`config.mk`:
```
export PLATFORM = sky130hd
export DESIGN_NAME = sdram_init_seq
export DESIGN_NICKNAME = d
export VERILOG_FILES = /design/src/rtl/sdram_init_seq.sv
export SDC_FILE = /design/constraint.sdc
export NUM_CORES = 1
export LEC_CHECK = 0
export ABC_AREA = 0
export BUFFER_PORTS_ARGS = -buffer_cell sky130_fd_sc_hd__buf_4
export CAP_MARGIN = 15
export CORE_MARGIN = 1
export CORE_UTILIZATION = 25
export CTS_BUF_LIST = sky130_fd_sc_hd__clkbuf_4
export DETAILED_ROUTE_END_ITERATION = 8
export PLACE_DENSITY = 0.63
export RECOVER_POWER = 100
export SETUP_SLACK_MARGIN = 0.3
export SLEW_MARGIN = 20
export SYNTH_ARGS = -nofsm -noshare
export SYNTH_HDL_FRONTEND = slang
export SYNTH_SLANG_ARGS = --single-unit
```
`constraint.sdc`:
```
create_clock -name clk -period 3.4 [get_ports clk]
set_clock_uncertainty 0.2 [all_clocks]
set_input_delay 0.34 -clock clk [delete_from_list [all_inputs] [get_ports clk]]
set_output_delay 0.34 -clock clk [all_outputs]
set_load 0.01 [all_outputs]
```
`src/rtl/sdram_init_seq.sv`:
```
module sdram_init_seq #(
  parameter int NBANK  = 4,
  parameter int PAGE_W = 20,
  parameter int DLY    = 2000
) (
  input  logic                      clk,
  input  logic                      rst_n,
  input  logic                      start,
  input  logic [NBANK-1:0]          bank_vld,
  input  logic [NBANK*PAGE_W-1:0]   bank_page,
  input  logic [1:0]                burst_code,
  input  logic [1:0]                cas_code,
  input  logic                      eng_done,
  input  logic                      eng_err,
  output logic                      cmd_req,
  output logic [1:0]                cmd_op,
  output logic [PAGE_W+11:0]        cmd_addr,
  output logic [7:0]                cmd_wdata,
  output logic                      busy,
  output logic                      done,
  output logic                      err
);
  localparam int IW = $clog2(NBANK + 1);
  localparam int CW = $clog2(DLY + 1);

  typedef enum logic [2:0] {S_IDLE, S_SCAN, S_PRE, S_ISSUE, S_WAIT, S_POST} st_t;

  st_t             st;
  logic [IW-1:0]   idx;
  logic [1:0]      step;
  logic [CW-1:0]   cnt;
  logic            cur_vld;
  logic [PAGE_W-1:0] cur_page;

  always_comb begin
    cur_vld  = 1'b0;
    cur_page = '0;
    for (int i = 0; i < NBANK; i++) begin
      if (idx == IW'(i)) begin
        cur_vld  = bank_vld[i];
        cur_page = bank_page[i*PAGE_W +: PAGE_W];
      end
    end
  end

  always_ff @(posedge clk) begin
    if (!rst_n) begin
      st   <= S_IDLE;
      idx  <= '0;
      step <= '0;
      cnt  <= '0;
      done <= 1'b0;
      err  <= 1'b0;
    end else begin
      done <= 1'b0;
      case (st)
        S_IDLE: if (start) begin
          st  <= S_SCAN;
          idx <= '0;
          err <= 1'b0;
        end
        S_SCAN: begin
          if (idx == IW'(NBANK)) begin
            st   <= S_IDLE;
            done <= 1'b1;
          end else if (cur_vld) begin
            st  <= S_PRE;
            cnt <= CW'(DLY - 1);
          end else begin
            idx <= idx + 1'b1;
          end
        end
        S_PRE: begin
          if (cnt == '0) begin
            st   <= S_ISSUE;
            step <= '0;
          end else begin
            cnt <= cnt - 1'b1;
          end
        end
        S_ISSUE: st <= S_WAIT;
        S_WAIT: begin
          if (eng_err) begin
            err <= 1'b1;
            st  <= S_IDLE;
          end else if (eng_done) begin
            if (step == 2'd3) begin
              st  <= S_POST;
              cnt <= CW'(DLY - 1);
            end else begin
              step <= step + 1'b1;
              st   <= S_ISSUE;
            end
          end
        end
        S_POST: begin
          if (cnt == '0) begin
            st  <= S_SCAN;
            idx <= idx + 1'b1;
          end else begin
            cnt <= cnt - 1'b1;
          end
        end
        default: st <= S_IDLE;
      endcase
    end
  end

  assign cmd_req   = (st == S_ISSUE);
  assign busy      = (st != S_IDLE);
  assign cmd_op    = (step == 2'd0) ? 2'd0 : (step == 2'd3) ? 2'd2 : 2'd1;
  assign cmd_addr  = {cur_page, 12'h000};
  assign cmd_wdata = (step == 2'd3) ? {2'b00, cas_code, 2'b00, burst_code} : 8'h00;
endmodule


```
## Word level (Yosys, flattened, before mapping)

Index checks and enable logic that the tools add are counted.

| storage, ports and cells | value |
|---|---|
| flip-flop bits (word level) | 21 |

| operators by class | value |
|---|---|
| $add $sub $neg | 3 |
| equality and inequality tests | 24 |
| reductions and logical operators | 16 |
| mux-type cells | 41 |

Operators by type and width:

| cell | number |
|---|---|
| 2-to-1 mux 20 bit | 4 |
| 2-to-1 mux 11 bit | 6 |
| 2-to-1 mux 3 bit | 12 |
| case mux 11 bit (3 select lines) | 1 |
| inequality test 2 bit (second input constant) | 12 |
| case mux 3 bit (6 select lines) | 1 |
| AND reduction 5 bit | 3 |
| == test 3 x 2 -> 1 bit (second input constant) | 4 |
| 2-to-1 mux 2 bit | 6 |
| logical NOT 11 bit | 1 |
| subtractor 11 x 1 -> 11 bit (second input constant) | 1 |
| == test 3 bit (second input constant) | 3 |
| case mux 3 bit (3 select lines) | 1 |
| nonzero test 3 bit | 3 |
| 2-to-1 mux 1 bit | 7 |
| AND reduction 7 bit | 1 |
| == test 3 x 1 -> 1 bit (second input constant) | 2 |
| logical NOT 3 bit | 2 |
| 2-to-1 mux 6 bit | 1 |
| inequality test 3 bit (second input constant) | 2 |
| case mux 2 bit (2 select lines) | 1 |
| nonzero test 2 bit | 2 |
| adder 3 x 1 -> 3 bit (second input constant) | 1 |
| AND reduction 3 bit | 1 |
| 6 further kinds | 6 |

## Longest topological paths before layout

| depth | value |
|---|---|
| word-level depth | 8 |
| depth in mapped cells | 8 |
| gate-level depth less buffers | 7 |

## Worst setup path before layout

OpenSTA, ideal clock, no wires.

| path | value |
|---|---|
| path type | flip-flop to flip-flop |
| from | register idx[1] |
| to | register cnt[9] |
| slack | 1081 ps |
| buffers on the path | 0 |
| arrival | 2007 ps |
| setup time | 112 ps |
| data required time | 3088 ps |
| period minus slack after synthesis | 2319 ps |
| cell stages (with the launch flop) | 8 |
| path through | dfxtp_1 > inv_1 > ha_1 > nand3b_1 > a2111oi_2 > o32a_1 > nand2_1 > a2111oi_1 |

| on the way | value |
|---|---|
| word-level cells in the longest chain between the ends | 7 |

Ends and longest elaborated chain:

| item | line | source |
|---|---|---|
| from (decl) | 29 | `logic [IW-1:0] idx;` |
| from (signal assigned) | 70 | `idx <= idx + 1'b1;` |
| from (signal assigned) | 99 | `idx <= idx + 1'b1;` |
| logical NOT 3 bit | 39 | `if (idx == IW'(i)) begin` |
| 2-to-1 mux 1 bit (4 in a row) | 39 |  |
| inequality test 2 bit (no line) | - |  |
| AND reduction 7 bit (no line) * | - |  |
| to (signal assigned) | 68 | `cnt <= CW'(DLY - 1);` |
| to (signal assigned) | 78 | `cnt <= cnt - 1'b1;` |
| to (signal assigned) | 89 | `cnt <= CW'(DLY - 1);` |
| to (decl) | 31 | `logic [CW-1:0] cnt;` |

Every way passes the cells marked *; elsewhere a longest branch is shown, timed or not.
A chain may end at the register's enable or synchronous reset.

## Final worst setup path

| path | value |
|---|---|
| from | register idx[1] |
| to | output cmd_addr[27] |

| on the way | value |
|---|---|
| word-level cells in the longest chain between the ends | 5 |

Ends and longest elaborated chain:

| item | line | source |
|---|---|---|
| logical NOT 3 bit | 39 |  |
| 2-to-1 mux 20 bit (3 in a row) | 39 |  |
| 2-to-1 mux 20 bit * | 39 |  |
| to (decl) | 17 | `output logic [PAGE_W+11:0] cmd_addr,` |

Marks and branches as above.

==> qor.txt <==
gr usage total: 0.149
first-pass GRT wire length: 10700 microns
antenna diode count: 0
Port Buf Inserts: 122
number of global-route vias before repair: 2320
dpl ws: 0.836 ns
FFs w/ async S/R, synth: 0
final core utilization: 0.380
post-DP HPWL: 5580 microns
Synth Register Bits: 21
Max Root-Sink Buffers: 2
hold crit path type: in -> reg
net switching power: 885 uW
Post-Route WL: 7140 microns
initial antenna violation count: 0
iteration count of the initial detailed-routing pass: 4
Initial DRC Count: 110
Clock Tree Root: clkbuf_4
Ports: 139
Max IR drop VDD: 333 uV
Seq pwr share: 0.242
Placed Instance Area: 3060 sq um
count of pins over their slew limit: 0
ratio of cells with drive above 1 in the final layout: 0.279
post-CTS sizing: 0
Reg clk slew, reported paths: 0.13 ns
Setup Buffers After CTS: 0
starting density of the core: 0.265
TNS Setup: 0 ns
Placer Congestion: 0.855
Cell Count, Final, Fillers Out: 521
Post-synth top cells: nand2_1 (36), a21oi_1 (29), nor2_1 (29)
syn avg cell area: 6.85 sq um
die width: 93.4 microns
Mapped Area: 2090 sq um
register area share after synthesis: 0.201
Critical Path RT: 2.86 ns
Arr. time, crit path: 2.34 ns
Power per Cell Area: 594 nW/um^2
top cell type's share of synthesized area: 0.201
period utilization: 0.847
die area: 8720 sq um
Setup CP Type: reg -> out
Switching Fraction: 0.497
RSZ-0062 raised after global routing: no
P&R area growth vs syn: 43.6%
Skew-Pair Late Insertion Delay: 0.30 ns
combinational share of power: 0.682
Static Leakage: 0.00132 uW
CP Max Fanout: 13
Num CTS Buffers: 3
total of max-cap violations: 0
final instance area: 3000 sq um
vias: 2594
vias per cell: 4.98
Synth area leaders: dfxtp_1 (20%), a22oi_1 (7.2%), a21oi_1 (7.0%), nand2_1 (6.5%), buf_4 (5.8%)
Yosys top cell by area: dfxtp_1
WL/cell: 13.7 microns
Rows: 32
core footprint: 7890 sq um
Final ANT Viol Nets: 0
CTS tree: done
Relative slew margins: 0.522
Die Y: 93.4 microns
Peak Freq: 347 MHz
H-tree Lvls: 1
Main synth FF type: dfxtp_1
clock sinks: 21
CP Launch Type: register
largest net degree at the start of global routing: 42
CTS Hold Bufs: 0
count of different cell masters after synthesis: 53
Hold Vio Cnt, Final: 0
Syn Inst Count: 305
dpl cells: 517
post-layout min period: 2.88 ns
worst slew pin tran: 0.708 ns
DRC viols: 0
final setup violating endpoints: 0
Setup WS post-layout: 0.522 ns
total global routing overflow: 0
internal power: 895 uW
count leader, synth: nand2_1
fin nets: 521
Synth Warn #: 0
reg-to-reg setup timing slack: 0.82 ns
Post-synth EDFFs: 0
Critical Path Sink Type: primary output
Clk pwr share: 0.076
outcome: finished clean
==> registers in the layout (all words and copies together) (netlist names) <==
name / cells
cnt: 11
step: 2
done: 1
st: 3
err: 1
idx: 3
==> cell type report <==
type                    count  area, sq um
multi-input cells         253         1500
repair buffers            129          878
clock buffers               4         30.0
well taps                 102          128
inverters                  12         45.0
fillers                   850         4890
flip-flops and latches     21          420
==> power by group through the flow <==
stage                     clock network (uW)  logic [uW]  registers [uW]
after global routing                     147        1350             443
after detailed placement                   0        1280             430
after floorplan                            0         870             382
after global placement                     0        1270             430
after CTS                                139        1290             425
final                                    135        1210             432
==> per-stage QoR <==
| step | hold slack [ns] | power [uW] |
|---|---|---|
| 3_5_place_dp | 0.262 | 1710 |
| 4_1_cts | 0.141 | 1850 |
| 2_1_floorplan | 0.238 | 1250 |
| 3_3_place_gp | 0.250 | 1700 |
| 6_report | 0.139 | 1780 |
| 5_1_grt | 0.136 | 1940 |
==> metal layers <==
metal  global-route usage  wire length, microns  up-vias
met5                    0                     0        -
met4               0.0256                    91        0
met3               0.0260                   577       10
met2                0.275                  3510      106
met1                0.181                  2960     1164
li1                     -                     -     1314
==> path summary, 6_finish.rpt <==
check | start | to | cells past startpoint
min reg2reg | step[1] | step[1] | 2
min | rst_n | idx[2] | 2
max reg2reg | st[0] | cnt[9] | 5
max | idx[1] | cmd_addr[27] | 9
==> layout by cell type (no fill, tap or decap), drive strengths merged, types with 6 or more instances in the layout <==
cell,instances
dfxtp,21
buf,105
clkbuf,28
o21ai,23
nand2,36
ha,8
nor2b,7
nor3,9
nor2,29
a22oi,20
conb,16
a21oi,29
and2,6
nand3,6
inv,12
==> cell families after synthesis <==
logic type | count (synthesis) | synth area share
compound gates | 106 | 0.339
fa+ha+maj | 8 | 0.0479
buf+inv | 46 | 0.111
flops | 21 | 0.201
mux | 2 | 0.00959
other cells | 1 | 0.00180
simple gates | 121 | 0.289
==> worst max-delay path, stage by stage, from the launching register on <==
cell and delay, ns:
dfxtp_1 0.38, inv_1 0.08, ha_1 0.22, nor3b_2 0.42, buf_4 0.29, a22oi_1 0.08
nor2_1 0.09, a21oi_1 0.04, o21ai_0 0.25, clkbuf_1 0.19
No activity file was read; power rests on OpenSTA's default activity.
